### config.mk
export PLATFORM = sky130hd
export DESIGN_NAME = sync_clkdiv_pair
export DESIGN_NICKNAME = d
export VERILOG_FILES = /design/src/rtl/clkdiv_pkg.sv /design/src/rtl/clkdiv_enable_latch.sv /design/src/rtl/clkdiv_stage.sv /design/src/rtl/clkdiv_out_pair.sv /design/src/rtl/sync_clkdiv_pair.sv
export SDC_FILE = /design/constraint.sdc
export NUM_CORES = 1
export LEC_CHECK = 0
export ABC_AREA = 0
export CAP_MARGIN = 15
export CORE_AREA = 2 2 39 41
export DETAILED_ROUTE_END_ITERATION = 10
export DIE_AREA = 0 0 41 43
export DONT_BUFFER_PORTS = 1
export PLACE_DENSITY_LB_ADDON = 0.05
export SETUP_SLACK_MARGIN = 0.1
export SYNTH_ARGS = -nofsm -noshare
export SYNTH_HDL_FRONTEND = slang
export SYNTH_HIERARCHICAL = 1
export SYNTH_SLANG_ARGS = --single-unit
### constraint.sdc
create_clock -name clk_in -period 2.5 [get_ports clk_in]
set_clock_uncertainty 0.2 [all_clocks]
set_input_delay 0.5 -clock clk_in [delete_from_list [all_inputs] [get_ports clk_in]]
set_output_delay 0.5 -clock clk_in [all_outputs]
set_load 0.005 [all_outputs]
### src/rtl/clkdiv_pkg.sv
package clkdiv_pkg;

   // counter width able to hold values 0..max_div
   function automatic int cnt_width(input int max_div);
      return (max_div < 2) ? 1 : $clog2(max_div + 1);
   endfunction

   // ratio chosen for stage idx from the pair of per-stage settings
   function automatic int pick(input int idx, input int first, input int second);
      return (idx == 0) ? first : second;
   endfunction

endpackage

### src/rtl/clkdiv_enable_latch.sv
// Captures the active-high freeze request on the falling input edge so the
// run qualifier only ever changes while the input clock is low.
module clkdiv_enable_latch (
   input  logic clk,
   input  logic rst,
   input  logic halt,
   output logic run
);
   logic run_q;

   always_ff @(negedge clk or posedge rst) begin
      if (rst) run_q <= 1'b0;
      else     run_q <= ~halt;
   end

   assign run = run_q;
endmodule

### src/rtl/clkdiv_stage.sv
// One even-ratio divider with two selectable ratios. The ratio is latched
// only at the start of a period; the output is high for the first half.
module clkdiv_stage #(
   parameter int DIV_LO = 2,
   parameter int DIV_HI = 4
) (
   input  logic clk,
   input  logic rst,
   input  logic run,
   input  logic sel,
   output logic q,
   output logic mode
);
   localparam int CW = clkdiv_pkg::cnt_width(DIV_HI);
   localparam logic [CW-1:0] LO_C   = CW'(DIV_LO);
   localparam logic [CW-1:0] HI_C   = CW'(DIV_HI);
   localparam logic [CW-1:0] LO_H   = CW'(DIV_LO / 2);
   localparam logic [CW-1:0] HI_H   = CW'(DIV_HI / 2);
   localparam logic [CW-1:0] ONE_C  = CW'(1);

   generate
      if (DIV_LO < 2 || (DIV_LO % 2) != 0 || (DIV_HI % 2) != 0 || DIV_HI < DIV_LO) begin : g_bad_ratio
         $error("clkdiv_stage: ratios must be even, at least 2, and DIV_HI >= DIV_LO");
      end
   endgenerate

   logic [CW-1:0] cnt_q;
   logic          mode_q;
   logic          q_q;
   logic [CW-1:0] cur_div;
   logic [CW-1:0] cur_half;
   logic [CW-1:0] cnt_inc;
   logic          wrap;

   always_comb begin
      cur_div  = mode_q ? HI_C : LO_C;
      cur_half = mode_q ? HI_H : LO_H;
      cnt_inc  = cnt_q + ONE_C;
      wrap     = (cnt_q == '0) || (cnt_q == cur_div);
   end

   always_ff @(posedge clk or posedge rst) begin
      if (rst) begin
         cnt_q  <= '0;
         mode_q <= 1'b0;
         q_q    <= 1'b0;
      end else if (run) begin
         if (wrap) begin
            cnt_q  <= ONE_C;
            mode_q <= sel;
            q_q    <= 1'b1;
         end else begin
            cnt_q  <= cnt_inc;
            q_q    <= (cnt_inc <= cur_half);
         end
      end
   end

   assign q    = q_q;
   assign mode = mode_q;
endmodule

### src/rtl/clkdiv_out_pair.sv
// Drives a true/complement output pair from one divided clock.
module clkdiv_out_pair (
   input  logic d,
   output logic q,
   output logic q_n
);
   assign q   = d;
   assign q_n = ~d;
endmodule

### src/rtl/sync_clkdiv_pair.sv
module sync_clkdiv_pair #(
   parameter int A_LO = 2,
   parameter int A_HI = 4,
   parameter int B_LO = 4,
   parameter int B_HI = 6
) (
   input  logic clk_in,
   input  logic rst_in,
   input  logic halt,
   input  logic sel_a,
   input  logic sel_b,
   output logic div_a,
   output logic div_a_n,
   output logic div_b,
   output logic div_b_n
);
   localparam int NSTAGE = 2;

   logic              run_en;
   logic [NSTAGE-1:0] sel_v;
   logic [NSTAGE-1:0] stage_q;
   logic [NSTAGE-1:0] stage_mode;
   logic [NSTAGE-1:0] pos_v;
   logic [NSTAGE-1:0] neg_v;

   assign sel_v = {sel_b, sel_a};

   clkdiv_enable_latch u_en (
      .clk  (clk_in),
      .rst  (rst_in),
      .halt (halt),
      .run  (run_en)
   );

   generate
      for (genvar g = 0; g < NSTAGE; g++) begin : g_stage
         localparam int LO = clkdiv_pkg::pick(g, A_LO, B_LO);
         localparam int HI = clkdiv_pkg::pick(g, A_HI, B_HI);

         clkdiv_stage #(.DIV_LO(LO), .DIV_HI(HI)) u_div (
            .clk  (clk_in),
            .rst  (rst_in),
            .run  (run_en),
            .sel  (sel_v[g]),
            .q    (stage_q[g]),
            .mode (stage_mode[g])
         );

         clkdiv_out_pair u_out (
            .d   (stage_q[g]),
            .q   (pos_v[g]),
            .q_n (neg_v[g])
         );
      end
   endgenerate

   assign div_a   = pos_v[0];
   assign div_a_n = neg_v[0];
   assign div_b   = pos_v[1];
   assign div_b_n = neg_v[1];
endmodule

* Word-level counts from Yosys, hierarchy flattened *
Cells that the tools add are included.
Widths: inputs -> output; s select.

storage, ports and cells
  flip-flop bits (word level) = 11
  word-level logic and storage cells = 30
  memories = 0
  latch bits = 0
  input bits = 5
  bits in read-only memories = 0
  RAM bits = 0

cells by class
  $lt $le $gt $ge = 2
  bitwise gates (word level) = 3
  shift operators = 0
  equal/unequal tests = 2
  multiply operators = 0
  divide/modulo/power cells = 0
  reduce and logical (&&, ||, !) cells = 6
  mux-type cells = 8
  $add $sub $neg = 2

operators with widths
  kind                 count
  $mux 3               3
  $add 3x1->3 const B  2
  $eq 3x3->1           2
  $le 3x3->1           2
  $logic_not 3->1      2
  $mux 2               2
  $reduce_and 2->1     2
  $mux 1               3
  $not 1->1            3
  $logic_or 1x1->1     2

* Logic depth before layout (Yosys ltp) *
  depth after elaboration = 4
  gate-level depth with buffers = 7

* Hierarchy *
Netlist, hierarchy kept.

by module, submodules not included
  module                           area each (µm²)  instances  cells an instance  seq. area each (µm²)
  clkdiv_stage (g_stage[1].u_div)  350.3            1          39                 125.1
  clkdiv_stage (g_stage[0].u_div)  336.6            1          38                 125.1
  clkdiv_enable_latch              32.5             1          3                  25.0
  clkdiv_out_pair                  11.3             2          2                  0.0

==> reports/metrics.cfg <==
[route]
ant_nets=0
drt-pass1-iter-count=4
detail_route.iter0.violations=15
wirelength_um=1503
wl_per_cell_um=14.31
vias=618
drcViolationCount=0
drt-met1-wl_um=735
viasPerCell=5.886
highest_layer=met4
wl_met3_um=62
wl_met2_um=664

[floorplanning]
chipHeight_um=43
fp.dieW_um=41
start_util=0.5362
core_um2=1384
dieArea_um2=1763
rows=14
ioPinCount=9

[synthesis]
ys_top_cells_by_count=13 x inv_1, 10 x dfrtp_1, 7 x ha_1, 6 x a21oi_1, 6 x nand2_1
synth_ff_type=dfrtp_1
synth_compound_area_frac=0.2057
yosysWarnings=6
ys_seq_area_frac=0.3710
synth-xor-area-share=0.02361
synth-simple-area-share=0.1788
ys_ff_latch=11
synth_edf_count=0
postSynthAreaPerCell_um2=8.833
syn-num-nets=96
synth.most_common_cell=inv_1
synth_top_area_share=0.3373
synth_cell_type_count=34
async_flop_share=1.000
postSynthCellCount=84
netlist_top_cells_area=dfrtp_1 34%, ha_1 12%, inv_1 6.6%
synth_adder_area_share=0.1180
synth_top_area_cell=dfrtp_1
synth_top_family_by_area=compound AO/OA/AOI/OAI gates
syn_area_um2=742.0
synth.area.mux_share=0

[grt]
grt.total_usage=0.1929
grt_max_degree=11
grt_pass1_vias=513
antenna_found_initial=0
grt_pass1_wl_um=2242
grt_overflow_total=0

[setup_path]
endpoint_kind=flop
criticalPathCategory=flop to flop
crit_required_ns=2.48
crit_slowest_cell=dfrtn_1
cpPeakStageDelay_ns=0.44
worstRegToRegCells=4
critPathArrivalTime_ns=2.43
reg2reg_from=u_en/run
critPathTopFamily=flip-flops
path_max_fanout=6
cp_cell_sequence=buf_6 -> nand2_4 -> a2bb2oi_2 -> o22a_1
timing.reg2reg.setup_slack_ns=0.05
cp-start-kind=flop
cp_num_buf_inv=1
r2r-end=g_stage[0].u_div/q

[timing]
hold_slack_ns=0.1920
fin_tns_setup_ns=0
slew-limit-headroom=0.8051
worst_pin_slew_ns=0.2917
setup_viol=0
rsz0062_at_grt=yes
slew_viol_final=0
finalHoldViolations=0

[hold_path]
worstHoldStart=sel_a
worstHoldPathType=input port to flop
min_path_cells=1
worst_hold_path.endpoint=g_stage[0].u_div/mode

[run_status]
outcome=finished, final reports clean

[clock_network]
cts_tree=done
cts-htree-levels=1
path_clk_slew_ns=0.08
root_buffer=clkbuf_4
cts_sinks=11
numCtsBuffers=3
clock_latency_ns=0.29
cts_buffer_depth=2

[power]
p_int_w=0.0006041
powerDensity_nw_per_um2=1244
p_leak_nw=0.4175
combPwrFrac=0.538
swShare=0.4401
ir_worst_vdd_v=0.0006395
clkPwrFrac=0.123
seqPwrFrac=0.339
power.switching_w=0.0004747

[place]
gp_congestion=0.8646
place_area_um2=758.2
portBuffers=0
dp_hpwl_um=950.5
placed_cells=98

[cells_and_area]
area_growth_pct=16.86
post-route-util=0.6266
num-nets-final=102
antenna_cells=0
drive_gt1_frac=0.2360
n_fill_cell=110
final_area_um2=867.1
final_cell_count_no_fill=105

[run]
drv_cap=0

-- final cells by class --
cell class	count	area, um^2	share of cell area
repair buffers	5	51.30	0.05916
well taps	16	20.02	0.02309
flip-flops and latches	11	275.3	0.3175
clock buffers	4	26.28	0.03030
inverters	14	52.55	0.06061
multi-input cells	55	441.7	0.5094
-- per-stage QoR --
stage                power, W  worst slack (ns)
floorplan           0.0007589           0.07898
global placement    0.0008315           0.04879
detailed placement  0.0008354           0.01966
CTS                  0.001002           0.04368
global route         0.001174           0.01231
finish               0.001079           0.04776
-- per-layer routing --
metal	track usage	up-vias
met1	0.3017	293
met5	0	-
met2	0.2281	18
li1	-	300
met4	0.1200	0
met3	0.04712	7
-- power groups by stage --
stage	Clock, W	Combinational, W	Sequential [W]
3_5_place_dp	0	0.000478	0.000357
4_1_cts	0.000132	0.000514	0.000355
3_3_place_gp	0	0.000474	0.000358
6_report	0.000133	0.000581	0.000365
2_1_floorplan	0	0.000429	0.000329
5_1_grt	0.000143	0.000649	0.000382
-- kinds of logic (layout without fill, tap and decap cells) --
| logic type | after synthesis | count (layout) |
|---|---|---|
| AOI/OAI and AO/OA | 23 | 23 |
| xor gates and xnor gates | 2 | 2 |
| adders and majority gates | 7 | 7 |
| buffers and inverters | 18 | 23 |
| DFF | 11 | 11 |
| and+or+nand+nor | 23 | 23 |
-- worst max-delay path by stage --
stage | cells past startpoint | slack [ns] | startpoint | endpoint
floorplan | 4 | 0.08 | u_en/run | g_stage[1].u_div/cnt_q[2]
global route | 4 | 0.01 | u_en/run | g_stage[1].u_div/cnt_q[2]
CTS | 4 | 0.04 | u_en/run | g_stage[1].u_div/cnt_q[2]
global placement | 4 | 0.05 | u_en/run | g_stage[0].u_div/q
finish | 4 | 0.05 | u_en/run | g_stage[0].u_div/q
detailed placement | 4 | 0.02 | u_en/run | g_stage[0].u_div/q
-- state kept, by name, indices dropped and copies added (netlist names) --
name / cells
g_stage.u_div/mode: 2
u_en/run: 1
g_stage.u_div/q: 2
g_stage.u_div/cnt_q: 6
-- layout by cell type (no fill, tap or decap), types with 2 or more instances in the layout --
| cell type | count |
|---|---|
| a21oi_1 | 4 |
| a21oi_2 | 2 |
| and3_1 | 2 |
| buf_6 | 3 |
| clkbuf_4 | 3 |
| dfrtp_1 | 10 |
| ha_1 | 7 |
| inv_1 | 12 |
| inv_2 | 2 |
| nand2_1 | 4 |
| nor2_1 | 3 |
| nor2b_1 | 3 |
| nor3b_1 | 2 |
| o21ai_0 | 4 |
| xor2_1 | 2 |
-- what timing repair did --
action,in CTS,in global routing
pin swaps,2,2
setup buffers,2,0
setup endpoints to repair,5,9
hold endpoints to repair,10,0
gates resized for setup,8,9
hold buffers,1,0
No activity file was read; power rests on OpenSTA's default activity.
